[src/rtl/alarm_cmp_pkg.sv]
package alarm_cmp_pkg;
  localparam int NUM_FIELDS  = 7;
  localparam int FIELD_MAX_W = 8;
  localparam int REG_W       = 16;
  localparam int ADDR_W      = 4;
  localparam int FLAG_BIT    = 15;

  typedef enum logic [ADDR_W-1:0] {
    A_SEC  = 4'd0, A_MIN  = 4'd1, A_HOUR = 4'd2, A_WDAY = 4'd3,
    A_MDAY = 4'd4, A_MON  = 4'd5, A_YEAR = 4'd6, A_LOAD = 4'd7,
    A_IEN  = 4'd8, A_STAT = 4'd9
  } reg_addr_e;

  typedef struct packed {
    logic                   en;
    logic [FIELD_MAX_W-1:0] val;
  } alarm_field_t;

  function automatic int field_w(input int idx);
    case (idx)
      0, 1:    return 7;
      2, 4:    return 6;
      3:       return 3;
      5:       return 5;
      default: return 8;
    endcase
  endfunction
endpackage

[src/rtl/alarm_stage_bank.sv]
module alarm_stage_bank
  import alarm_cmp_pkg::*;
(
  input  logic                                  clk,
  input  logic                                  rst,
  input  logic                                  wr_en,
  input  logic [ADDR_W-1:0]                     wr_addr,
  input  logic                                  wr_flag,
  input  logic [FIELD_MAX_W-1:0]                wr_val,
  output alarm_field_t [NUM_FIELDS-1:0]         active_o
);
  alarm_field_t [NUM_FIELDS-1:0] staged_q;
  alarm_field_t [NUM_FIELDS-1:0] active_q;
  logic load_fire;

  assign load_fire = wr_en && (wr_addr == A_LOAD) && wr_flag;

  for (genvar g = 0; g < NUM_FIELDS; g++) begin : g_field
    localparam int W = field_w(g);
    localparam logic [FIELD_MAX_W-1:0] MASK = FIELD_MAX_W'((1 << W) - 1);

    always_ff @(posedge clk) begin
      if (rst) begin
        staged_q[g] <= '0;
      end else if (wr_en && (wr_addr == ADDR_W'(g))) begin
        staged_q[g].en  <= wr_flag;
        staged_q[g].val <= wr_val & MASK;
      end
    end

    always_ff @(posedge clk) begin
      if (rst)            active_q[g] <= '0;
      else if (load_fire) active_q[g] <= staged_q[g];
    end
  end

  assign active_o = active_q;


  active_hold_chk: assert property (@(posedge clk) disable iff (rst)
    !load_fire |=> $stable(active_q));
endmodule

[src/rtl/alarm_field_match.sv]
module alarm_field_match #(
  parameter int W     = 7,
  parameter int MAX_W = 8
) (
  input  logic [MAX_W-1:0] cal,
  input  logic [MAX_W-1:0] alm,
  input  logic             en,
  output logic             hit,
  output logic             used
);
  localparam logic [MAX_W-1:0] MASK = MAX_W'((1 << W) - 1);

  assign used = en;
  assign hit  = !en || ((cal & MASK) == (alm & MASK));
endmodule

[src/rtl/alarm_irq_ctrl.sv]
module alarm_irq_ctrl (
  input  logic clk,
  input  logic rst,
  input  logic set_req,
  input  logic clr_req,
  input  logic ien_wr,
  input  logic ien_val,
  output logic pending_o,
  output logic irq_o
);
  logic pend_q, en_q, irq_q;
  logic pend_d, en_d;

  always_comb begin
    pend_d = set_req | (pend_q & ~clr_req);
    en_d   = ien_wr ? ien_val : en_q;
  end

  always_ff @(posedge clk) begin
    if (rst) begin
      pend_q <= 1'b0;
      en_q   <= 1'b0;
      irq_q  <= 1'b0;
    end else begin
      pend_q <= pend_d;
      en_q   <= en_d;
      irq_q  <= pend_d & en_d;
    end
  end

  assign pending_o = pend_q;
  assign irq_o     = irq_q;


  pend_rise_chk: assert property (@(posedge clk) disable iff (rst)
    $rose(pend_q) |-> $past(set_req));

  pend_fall_chk: assert property (@(posedge clk) disable iff (rst)
    $fell(pend_q) |-> $past(clr_req));

  set_wins_chk: assert property (@(posedge clk) disable iff (rst)
    set_req |=> pend_q);

  irq_gate_chk: assert property (@(posedge clk) disable iff (rst)
    irq_q |-> (pend_q && en_q));
endmodule

[src/rtl/alarm_unit.sv]
module alarm_unit
  import alarm_cmp_pkg::*;
(
  input  logic              clk,
  input  logic              rst,
  input  logic              tick,
  input  logic [6:0]        cal_sec,
  input  logic [6:0]        cal_min,
  input  logic [5:0]        cal_hour,
  input  logic [2:0]        cal_wday,
  input  logic [5:0]        cal_mday,
  input  logic [4:0]        cal_mon,
  input  logic [7:0]        cal_year,
  input  logic              wr_en,
  input  logic [ADDR_W-1:0] wr_addr,
  input  logic [REG_W-1:0]  wr_data,
  output logic              alarm_pending,
  output logic              alarm_irq
);
  alarm_field_t [NUM_FIELDS-1:0] active;
  logic [FIELD_MAX_W-1:0] cal_vec [NUM_FIELDS];
  logic [NUM_FIELDS-1:0]  hit_v, used_v;
  logic set_req, clr_req, ien_wr;
  logic unused_hi;

  assign unused_hi = ^wr_data[FLAG_BIT-1:FIELD_MAX_W];

  always_comb begin
    cal_vec[0] = FIELD_MAX_W'(cal_sec);
    cal_vec[1] = FIELD_MAX_W'(cal_min);
    cal_vec[2] = FIELD_MAX_W'(cal_hour);
    cal_vec[3] = FIELD_MAX_W'(cal_wday);
    cal_vec[4] = FIELD_MAX_W'(cal_mday);
    cal_vec[5] = FIELD_MAX_W'(cal_mon);
    cal_vec[6] = cal_year;
  end

  alarm_stage_bank u_bank (
    .clk      (clk),
    .rst      (rst),
    .wr_en    (wr_en),
    .wr_addr  (wr_addr),
    .wr_flag  (wr_data[FLAG_BIT]),
    .wr_val   (wr_data[FIELD_MAX_W-1:0]),
    .active_o (active)
  );

  for (genvar g = 0; g < NUM_FIELDS; g++) begin : g_cmp
    alarm_field_match #(.W(field_w(g)), .MAX_W(FIELD_MAX_W)) u_match (
      .cal  (cal_vec[g]),
      .alm  (active[g].val),
      .en   (active[g].en),
      .hit  (hit_v[g]),
      .used (used_v[g])
    );
  end

  assign set_req = tick && (&hit_v) && (|used_v);
  assign clr_req = wr_en && (wr_addr == A_STAT) && wr_data[0];
  assign ien_wr  = wr_en && (wr_addr == A_IEN);

  alarm_irq_ctrl u_irq (
    .clk       (clk),
    .rst       (rst),
    .set_req   (set_req),
    .clr_req   (clr_req),
    .ien_wr    (ien_wr),
    .ien_val   (wr_data[0]),
    .pending_o (alarm_pending),
    .irq_o     (alarm_irq)
  );


  no_enable_no_match_chk: assert property (@(posedge clk) disable iff (rst)
    (used_v == '0) |-> !set_req);
endmodule

[config.mk]
export PLATFORM = sky130hd
export DESIGN_NAME = alarm_unit
export DESIGN_NICKNAME = d
export VERILOG_FILES = /design/src/rtl/alarm_cmp_pkg.sv /design/src/rtl/alarm_stage_bank.sv /design/src/rtl/alarm_field_match.sv /design/src/rtl/alarm_irq_ctrl.sv /design/src/rtl/alarm_unit.sv
export SDC_FILE = /design/constraint.sdc
export NUM_CORES = 1
export LEC_CHECK = 0
export ABC_AREA = 1
export BUFFER_PORTS_ARGS = -buffer_cell sky130_fd_sc_hd__buf_2
export CAP_MARGIN = 25
export CORE_MARGIN = 2
export CORE_UTILIZATION = 25
export CTS_CLUSTER_DIAMETER = 200
export DETAILED_ROUTE_END_ITERATION = 12
export GPL_ROUTABILITY_DRIVEN = 0
export MAX_ROUTING_LAYER = met4
export PLACE_DENSITY_LB_ADDON = 0.2
export RECOVER_POWER = 50
export SKIP_CTS_REPAIR_TIMING = 1
export SLEW_MARGIN = 15
export SYNTH_ARGS = -nofsm -noshare
export SYNTH_HDL_FRONTEND = slang
export SYNTH_HIERARCHICAL = 1
export SYNTH_SLANG_ARGS = --single-unit
[constraint.sdc]
create_clock -name clk -period 3.2 [get_ports clk]
set_input_delay 0.64 -clock clk [delete_from_list [all_inputs] [get_ports clk]]
set_output_delay 0.64 -clock clk [all_outputs]
set_load 0.01 [all_outputs]
==> results.md <==
* Die Y at 146 um
* Final Hold Fails at 0
* Layout cells sized above 1 at 9.62%
* Crit. End Element: flop
* Area growth syn-to-layout at 17.2%
* Clock latency on the worst-skew pair at 0.35 ns
* IO Pins at 68
* LEAKAGE at 2.76 nW
* Worst-Margin Slew at 0.773 ns
* Per-cell routed wire length at 9.98 um
* Antenna cells at 0
* Number of DRC markers in iteration 0 at 296
* Initial antenna violation count at 0
* Crit-path max FO at 18
* Vias per cell at 3.84
* Cells after synthesis at 854
* Hold path start: u_bank/staged_q[19]
* Most common library cell in the layout ignoring fill and taps: nand2_1
* CP required at 3.44 ns
* Cell area after synthesis at 0.00506 mm2
* GR Overflow Total at 0
* Drc violations at 0
* Post-synth net total at 920
* Starting density of the core at 25.2%
* Final hold slack at 0.481 ns
* Post-layout minimum cycle time at 2.20 ns
* Hold Crit Class: flop to flop
* Largest stage delay, worst path at 0.66 ns
* Dpl hpwl at 8.30 mm
* Die X at 146 um
* Reg2reg start: u_bank/active_o[20]
* CTS Sinks at 101
* Pwr dens at 469 mW/mm2
* Worst Setup SP: wr_addr[3]
* Die ar. at 0.0214 mm2
* Area after DPL at 0.00560 mm2
* Core Footprint at 0.0200 mm2
* Largest net degree at the start of global routing at 45
* Syn. warnings at 6
* Slew margin rel. at 48.4%
* Clock-pin transition on the worst setup and hold timing paths at 0.07 ns
* Vias in the first global route at 4072
* Reg-to-reg setup timing slack at 1.71 ns
* Design area at 0.00592 mm2
* CP max-delay cell: nand3_1
* Port Buffers at 60
* Critical path type: primary input to flop
* Tcrit/Tclk final at 68.7%
* Final net count at 965
* # H-tree levels at 3
* Maximum vdd ir drop at 0.269 mV
* Max clock buf depth at 2
* Worst reg-to-reg path cell count at 12
* Startpoint types: primary input
* Final Max Tran Viols at 0
* RSZ-0062 raised after global routing: no
* Most frequent cells in the layout: 311 x nand2_1, 226 x nor2_1, 136 x inv_1, 101 x dfxtp_1, 56 x buf_2
* Crit path arrival time at 2.44 ns
* Total number of vias at 4511
* Outcome: finished clean
* Cell count after placement at 1158
* Gr usage total at 11.8%
* Cell chain of the critical path: clkbuf_1 -> nor2_2 -> clkbuf_1 -> nand3_1 -> nor2_1 -> nor2_1
* Final setup fails at 0
* Fin Clk Skew at 0.00473 ns
* CTS tree: built
* DRT Pass-1 Iters at 5
* Syn Area/Cell at 5.92 um2
* Crit path capture: u_bank/staged_q[6]
* Antenna viol nets, final at 0
* Worst R2R End: u_irq/irq_o
* Row count at 52
* Post-route setup TNS at 0 ns
* Final non-filler cell total at 1174
* First-pass GRT wire length at 19.8 mm
* Max Cap Violations at 0
* FMAX at 455 MHz
* Root Driver: clkbuf_16
* Final wirelength at 11.7 mm
* CTS buffer count at 9
[per-layer routing]
layer | vias up | share of wire (%) | track usage [%]
met3 | 13 | 3.5 | 2.66
met5 | - | 0 | -
met1 | 1910 | 52 | 15.5
li1 | 2538 | - | -
met4 | 0 | 1.5 | 3.64
met2 | 50 | 43 | 18.2
[worst min-delay path by stage]
stage,cells past startpoint,end
6_report,2,u_bank/staged_q[19]
3_3_place_gp,2,u_bank/staged_q[22]
5_1_grt,2,u_bank/staged_q[14]
2_1_floorplan,2,u_bank/staged_q[10]
3_5_place_dp,2,u_bank/staged_q[14]
4_1_cts,2,u_bank/staged_q[26]
[power breakdown]
| group | total (W) | internal (W) | switching, W |
|---|---|---|---|
| combinational | 0.000236 | 0.0000904 | 0.000146 |
| sequential | 0.00129 | 0.00128 | 0.0000114 |
| clock | 0.00125 | 0.000770 | 0.000480 |
[worst max-delay path: cells and delay by family]
kind | cells | cell delay, ns
and+or+nand+nor | 4 | 1.11
buffers and inverters | 2 | 0.70
[registers in the layout (all words and copies together), names as in the netlist]
| register | cells |
|---|---|
| u_bank/staged_q | 49 |
| u_bank/active_o | 49 |
| u_irq/irq_o | 1 |
| u_irq/en_q | 1 |
| u_irq/pending_o | 1 |
[metrics by stage]
step           worst slack, ns  util, %  total power, W
6_report                  1.00     29.6         0.00278
5_1_grt                  0.694     29.6         0.00291
4_1_cts                   1.23     29.7         0.00283
3_5_place_dp             0.859     28.0         0.00156
3_3_place_gp             0.827     28.0         0.00156
2_1_floorplan             1.66        -         0.00147
[final cells by class]
class	instances	area [um2]
clock buffer	13	280
clock inverter	3	65.1
fill	2330	14100
inverter	137	514
multi-input combinational	582	2320
sequential	101	2020
tap	270	338
timing repair buffer	68	382
Note: power is estimated with default switching activity, not from simulation.
